File: config.mk
export PLATFORM = sky130hd
export DESIGN_NAME = smt_decode_arbiter
export DESIGN_NICKNAME = d
export VERILOG_FILES = /design/src/rtl/smt_arb_pkg.sv /design/src/rtl/smt_thr_monitor.sv /design/src/rtl/smt_share_sel.sv /design/src/rtl/smt_decode_arbiter.sv
export SDC_FILE = /design/constraint.sdc
export NUM_CORES = 1
export LEC_CHECK = 0
export BUFFER_PORTS_ARGS = -buffer_cell sky130_fd_sc_hd__buf_4
export CAP_MARGIN = 30
export CORE_ASPECT_RATIO = 1.5
export CORE_MARGIN = 2
export CORE_UTILIZATION = 54
export CTS_BUF_LIST = sky130_fd_sc_hd__clkbuf_4
export CTS_CLUSTER_SIZE = 8
export DETAILED_ROUTE_END_ITERATION = 10
export PLACE_DENSITY = 0.8
export RECOVER_POWER = 50
export SETUP_SLACK_MARGIN = 0.15
export SLEW_MARGIN = 10
export SYNTH_ARGS = -nofsm -noshare
export SYNTH_HDL_FRONTEND = slang
export SYNTH_HIERARCHICAL = 1
export SYNTH_SLANG_ARGS = --single-unit
File: constraint.sdc
create_clock -name clk -period 5.8 [get_ports clk]
set_input_delay 0.58 -clock clk [delete_from_list [all_inputs] [get_ports clk]]
set_output_delay 0.58 -clock clk [all_outputs]
set_load 0.01 [all_outputs]
File: src/rtl/smt_arb_pkg.sv
package smt_arb_pkg;
  localparam int NTHR = 2;

  typedef struct packed {
    logic gct_thr;   // occupancy throttle engaged
    logic miss_thr;  // miss throttle engaged
    logic stall;     // long-latency stop in force
    logic flush;     // one-cycle flush request
  } thr_stat_t;
endpackage

File: src/rtl/smt_thr_monitor.sv
module smt_thr_monitor
  import smt_arb_pkg::*;
#(
  parameter int CNT_W  = 6,
  parameter int MISS_W = 4,
  parameter int HYST   = 2
) (
  input  logic              clk,
  input  logic              rst,
  input  logic [CNT_W-1:0]  gct_cnt,
  input  logic [CNT_W-1:0]  gct_limit,
  input  logic [MISS_W-1:0] miss_cnt,
  input  logic [MISS_W-1:0] miss_limit,
  input  logic              longlat,
  output thr_stat_t         stat
);
  localparam logic [CNT_W:0]  HYST_G = (CNT_W+1)'(HYST);
  localparam logic [MISS_W:0] HYST_M = (MISS_W+1)'(HYST);

  logic gct_q, miss_q, stall_q, flush_q;

  always_ff @(posedge clk) begin
    if (rst) begin
      gct_q   <= 1'b0;
      miss_q  <= 1'b0;
      stall_q <= 1'b0;
      flush_q <= 1'b0;
    end else begin
      if (gct_cnt >= gct_limit)
        gct_q <= 1'b1;
      else if (({1'b0, gct_cnt} + HYST_G) < {1'b0, gct_limit})
        gct_q <= 1'b0;
      if (miss_cnt >= miss_limit)
        miss_q <= 1'b1;
      else if (({1'b0, miss_cnt} + HYST_M) < {1'b0, miss_limit})
        miss_q <= 1'b0;
      stall_q <= longlat;
      flush_q <= longlat & ~stall_q;
    end
  end

  assign stat = '{gct_thr: gct_q, miss_thr: miss_q, stall: stall_q, flush: flush_q};

  AST_FLUSH_ONE_CYCLE: assert property (@(posedge clk) disable iff (rst)
    flush_q |=> !flush_q);
  AST_GCT_ENGAGE_CAUSE: assert property (@(posedge clk) disable iff (rst)
    (gct_q && !$past(gct_q)) |-> $past(gct_cnt >= gct_limit));
  AST_MISS_RELEASE_CAUSE: assert property (@(posedge clk) disable iff (rst)
    (!miss_q && $past(miss_q)) |-> $past(({1'b0, miss_cnt} + HYST_M) < {1'b0, miss_limit}));
endmodule

File: src/rtl/smt_share_sel.sv
module smt_share_sel #(
  parameter int PRIO_W = 3,
  parameter int SLOT_W = 7
) (
  input  logic [PRIO_W-1:0] eff_a,
  input  logic [PRIO_W-1:0] eff_b,
  input  logic [SLOT_W-1:0] slot,
  output logic              same,
  output logic              pick_b
);
  logic [PRIO_W-1:0] gap;
  logic [SLOT_W:0]   span;
  logic [SLOT_W-1:0] mask;
  logic              low_turn;

  always_comb begin
    gap      = (eff_a > eff_b) ? (eff_a - eff_b) : (eff_b - eff_a);
    span     = ({{SLOT_W{1'b0}}, 1'b1} << ({1'b0, gap} + 1'b1)) - 1'b1;
    mask     = span[SLOT_W-1:0];
    low_turn = ((slot & mask) == mask);
    same     = (eff_a == eff_b);
    pick_b   = (eff_b > eff_a) ? !low_turn : low_turn;
  end
endmodule

File: src/rtl/smt_decode_arbiter.sv
module smt_decode_arbiter
  import smt_arb_pkg::*;
#(
  parameter int PRIO_W = 3,
  parameter int CNT_W  = 6,
  parameter int MISS_W = 4,
  parameter int HYST   = 2,
  parameter int LP_LOG = 5
) (
  input  logic              clk,
  input  logic              rst,
  input  logic              single_mode,
  input  logic              single_tid,
  input  logic [PRIO_W-1:0] prio_t0,
  input  logic [PRIO_W-1:0] prio_t1,
  input  logic [CNT_W-1:0]  gct_cnt_t0,
  input  logic [CNT_W-1:0]  gct_cnt_t1,
  input  logic [MISS_W-1:0] miss_cnt_t0,
  input  logic [MISS_W-1:0] miss_cnt_t1,
  input  logic              longlat_t0,
  input  logic              longlat_t1,
  input  logic [CNT_W-1:0]  gct_limit,
  input  logic [MISS_W-1:0] miss_limit,
  output logic [1:0]        dec_grant,
  output logic [1:0]        flush_req,
  output logic              low_power
);
  localparam int PMAX   = (1 << PRIO_W) - 1;
  localparam int SLOT_W = (PMAX > LP_LOG) ? PMAX : LP_LOG;
  localparam logic [PRIO_W-1:0] P_ONE = PRIO_W'(1);

  logic [PRIO_W-1:0] prio_a [NTHR];
  logic [CNT_W-1:0]  gct_a  [NTHR];
  logic [MISS_W-1:0] miss_a [NTHR];
  logic              ll_a   [NTHR];
  thr_stat_t         st     [NTHR];
  logic [PRIO_W-1:0] eff    [NTHR];
  logic [NTHR-1:0]   run;

  assign prio_a[0] = prio_t0;   assign prio_a[1] = prio_t1;
  assign gct_a[0]  = gct_cnt_t0; assign gct_a[1] = gct_cnt_t1;
  assign miss_a[0] = miss_cnt_t0; assign miss_a[1] = miss_cnt_t1;
  assign ll_a[0]   = longlat_t0; assign ll_a[1]  = longlat_t1;

  for (genvar t = 0; t < NTHR; t++) begin : g_thr
    smt_thr_monitor #(.CNT_W(CNT_W), .MISS_W(MISS_W), .HYST(HYST)) i_mon (
      .clk(clk), .rst(rst),
      .gct_cnt(gct_a[t]), .gct_limit(gct_limit),
      .miss_cnt(miss_a[t]), .miss_limit(miss_limit),
      .longlat(ll_a[t]), .stat(st[t])
    );
    assign eff[t] = (st[t].gct_thr && (prio_a[t] > P_ONE)) ? (prio_a[t] - P_ONE) : prio_a[t];
    assign run[t] = (eff[t] != '0) && !st[t].miss_thr && !st[t].stall;
  end

  logic [SLOT_W-1:0] slot_q;
  logic              rr_q, same, pick_b, lp_now, alt_used;
  logic [1:0]        g_nx, grant_q;
  logic              lp_q;

  smt_share_sel #(.PRIO_W(PRIO_W), .SLOT_W(SLOT_W)) i_share (
    .eff_a(eff[0]), .eff_b(eff[1]), .slot(slot_q), .same(same), .pick_b(pick_b)
  );

  assign lp_now = !single_mode && (prio_t0 == P_ONE) && (prio_t1 == P_ONE);

  always_comb begin
    g_nx     = '0;
    alt_used = 1'b0;
    if (single_mode) begin
      g_nx[single_tid] = run[single_tid];
    end else if (lp_now) begin
      if (&slot_q[LP_LOG-1:0]) begin
        alt_used = 1'b1;
        if (&run) g_nx[rr_q] = 1'b1;
        else      g_nx = run;
      end
    end else if (&run) begin
      if (same) begin
        alt_used   = 1'b1;
        g_nx[rr_q] = 1'b1;
      end else begin
        g_nx[pick_b] = 1'b1;
      end
    end else begin
      g_nx = run;
    end
  end

  always_ff @(posedge clk) begin
    if (rst) begin
      grant_q <= '0;
      lp_q    <= 1'b0;
      slot_q  <= '0;
      rr_q    <= 1'b0;
    end else begin
      grant_q <= g_nx;
      lp_q    <= lp_now;
      slot_q  <= slot_q + 1'b1;
      if (alt_used && (|g_nx)) rr_q <= ~rr_q;
    end
  end

  assign dec_grant = grant_q;
  assign low_power = lp_q;
  assign flush_req = {st[1].flush, st[0].flush};

  AST_GRANT_ONEHOT0: assert property (@(posedge clk) disable iff (rst)
    $onehot0(dec_grant));
  AST_ZERO_PRIO_IDLE: assert property (@(posedge clk) disable iff (rst)
    ($past(prio_t0) == '0) |-> !dec_grant[0]);
  AST_MISS_BLOCKS_T1: assert property (@(posedge clk) disable iff (rst)
    $past(st[1].miss_thr) |-> !dec_grant[1]);
  AST_LP_SPARSE: assert property (@(posedge clk) disable iff (rst)
    (low_power && (|dec_grant)) |-> (&$past(slot_q[LP_LOG-1:0])));
  AST_SINGLE_OTHER_IDLE: assert property (@(posedge clk) disable iff (rst)
    ($past(single_mode) && !$past(single_tid)) |-> !dec_grant[1]);
endmodule

==> results.yml <==
placement:
  numPortBuffers: 46
  dpl_cell_area_mm2: 0.00325
  post-dp-hpwl_um: 5160
  place_ws_ps: -87.8
  dp_cells: 471
  gp_congestion: 0.945
setup_path:
  end_kind: "flip-flop"
  required_ps: 5990
  crit_arrival_ps: 5600
  reg2reg_setup_slack_ps: 580
  timing.rr.start: "g_thr[1].i_mon/gct_q$_SDFFE_PP0P_"
  crit_path_frequent_cell: "inv_1"
  crit_slowest_cell: "fa_1"
  path_class: "input port to flip-flop"
  cpPeakStageDelay_ps: 480
  crit_fanout: 5
  reg2reg_depth: 21
  cp-start-kind: "input port"
  cp-startpoint: "prio_t0[1]"
  r2r_end: "rr_q$_SDFFE_PP0P_"
final_layout:
  register_area_um2: 380
  areaGrowthSynthToFinish_pct: 17.7
  fill_cells: 467
  final_area_mm2: 0.00331
  final_cells: 476
  multiInputGateArea_mm2: 0.00221
  antenna-diode-count: 0
  nets: 508
  drive_gt1_share_pct: 20.8
route:
  wl_per_cell_um: 12.7
  via_per_inst: 5.61
  drt-total-wl_um: 6050
  dr_total_vias: 2669
  postRouteAntennaNets: 0
  drt_pass1_iterations: 6
  drt_iter0_markers: 157
  drc: 0
clock_network:
  path_clk_slew_ps: 100
  h-tree-depth: 1
  postCtsHoldBufs: 0
  worstSkewPairLatency_ps: 290
  clkSinkCount: 19
  clk_path_buf_depth: 2
  cts_made_buffers: 3
  clock-root-buffer: "clkbuf_4"
  cts_tree: "built"
floorplan:
  start_util_pct: 55.3
  die_area_mm2: 0.00581
  core_mm2: 0.00508
  die_w_um: 62.9
  die_y_um: 92.4
  io_pins: 47
  row_count: 32
logic_synthesis:
  synth_seq_cells: 19
  synth.most_common_cell: "ha_1"
  synth_cell_types: 63
  postSynthAreaPerCell_um2: 7.81
  synth_area_mm2: 0.00281
  synth_edf_count: 0
  synth_commonest_cells: "ha_1, inv_1, nor2_1"
  yosys-top-cells-area: "ha_1, dfxtp_1, inv_1, nor2b_1, nor2_1"
  synthesis.nets: 459
  async_flop_share_pct: 0
  synth_ff_type: "dfxtp_1"
  yosys_warnings: 6
  synthCells: 360
  yosysTopAreaCell: "ha_1"
  synth_top_area_share_pct: 24.5
  yosysSeqAreaShare_pct: 13.5
timing:
  finalCritPeriodShare_pct: 93.3
  skew_ps: 2.52
  maxSlewHeadroom_pct: 37.6
  max_slew.worst_pin.slew_ps: 936
  rsz0062_at_grt: "no"
  fmax_mhz: 185
  worst_slack_ps: 391
  slew_viol_final: 0
  final_hold_viol_count: 0
  finalSetupViolCount: 0
  finalCriticalPeriod_ps: 5410
run_status:
  run_status: "completed"
min_path:
  hold_class: "flip-flop to flip-flop"
  hold_path_end: "g_thr[0].i_mon/flush_q$_SDFF_PP0_"
  hold-path-cell-count: 1
  hp-start: "g_thr[0].i_mon/stall_q$_SDFF_PP0_"
job:
  max_cap_viol_count: 0
power_and_ir_drop:
  power_density_mw_per_mm2: 212
  vdd_drop_max_v: 0.000110
  power.leakage_nw: 1.64
grt:
  grt_pass1_wl_um: 10500
  grt_pass1_vias: 2550
  grt_use_total_pct: 21.6
  antenna_found_initial: 0
  gr-total-overflow: 0
  grt_max_degree: 23
## power breakdown
part	switching, mW	internal [mW]	total (mW)
sequential	0.00984	0.139	0.149
combinational	0.258	0.225	0.483
clock	0.0384	0.0314	0.0698
## layout make-up
cell class / instances / area share [%]
flip-flops and latches: 19 / 11.5
clock buffers: 4 / 0.908
multi-input cells: 278 / 66.9
inverters: 51 / 5.79
repair buffers: 56 / 12.4
well taps: 68 / 2.57
## how the worst max path moves through the flow
stage                                    to  slack [ps]  cells after the start
after floorplan           rr_q$_SDFFE_PP0P_         240                     26
after global placement    rr_q$_SDFFE_PP0P_          80                     26
after detailed placement  rr_q$_SDFFE_PP0P_         -90                     26
after CTS                 rr_q$_SDFFE_PP0P_         230                     26
after global routing      rr_q$_SDFFE_PP0P_         150                     26
final                     rr_q$_SDFFE_PP0P_         390                     26
## metrics by stage
step	util (%)	TNS (ps)	total power, mW	hold WS [ps]
finish	65.1	0	0.702	418
global route	65.1	0	0.762	443
CTS	64.5	0	0.692	426
detailed placement	63.9	-87.8	0.621	411
global placement	63.9	0	0.607	407
floorplan	-	0	0.489	393
## critical path: cells and delay by family
family,cells,cell delay (ps)
mux,1,320
compound gates,7,1590
simple gates,7,1170
buf+inv,5,390
xor+xnor,1,110
fa+ha+maj,5,1420
## cell families (layout without fill, tap and decap cells)
logic type | Yosys count | after routing | synth area share [%]
and+or+nand+nor | 119 | 119 | 23.3
AOI/OAI and AO/OA | 87 | 87 | 22.7
buffers and inverters | 63 | 111 | 9.57
adders and majority gates | 57 | 57 | 25.9
DFF | 19 | 19 | 13.5
xor gates and xnor gates | 11 | 11 | 3.43
muxes | 4 | 4 | 1.60
## registers in the layout, summed over array words and instances (netlist names)
register / flops
slot_q: 7
dec_grant: 2
g_thr.i_mon/flush_q: 2
g_thr.i_mon/gct_q: 2
g_thr.i_mon/miss_q: 2
g_thr.i_mon/stall_q: 2
low_power: 1
rr_q: 1
## layer usage
metal / vias to the layer above / wire, um / global-route usage [%]
met5: - / 0 / 0
met4: 0 / 124 / 6.48
met3: 8 / 159 / 1.34
met2: 63 / 3320 / 43.4
met1: 1232 / 2440 / 23.5
li1: 1366 / - / -
## placed cells by master (no fill, tap or decap), drive strengths merged, types with 3 or more instances in the layout
master and count:
ha 55, o211ai 4, nor2b 18, nor2 28, a211oi 4, mux2i 3, dfxtp 19, xor2 5
o21ai 17, clkbuf 7, and4 3, a31oi 7, a21oi 19, a21o 6, buf 53, nand3 16
nand2b 4, nand2 20, and3 4, xnor2 6, inv 51, nor3 10, a211o 7
## what timing repair did
| item | CTS | global route |
|---|---|---|
| setup endpoints to repair | 0 | 1 |
| gates resized for setup | 0 | 10 |
| setup buffers | 0 | 1 |
Power figures use the tool's default switching activity.
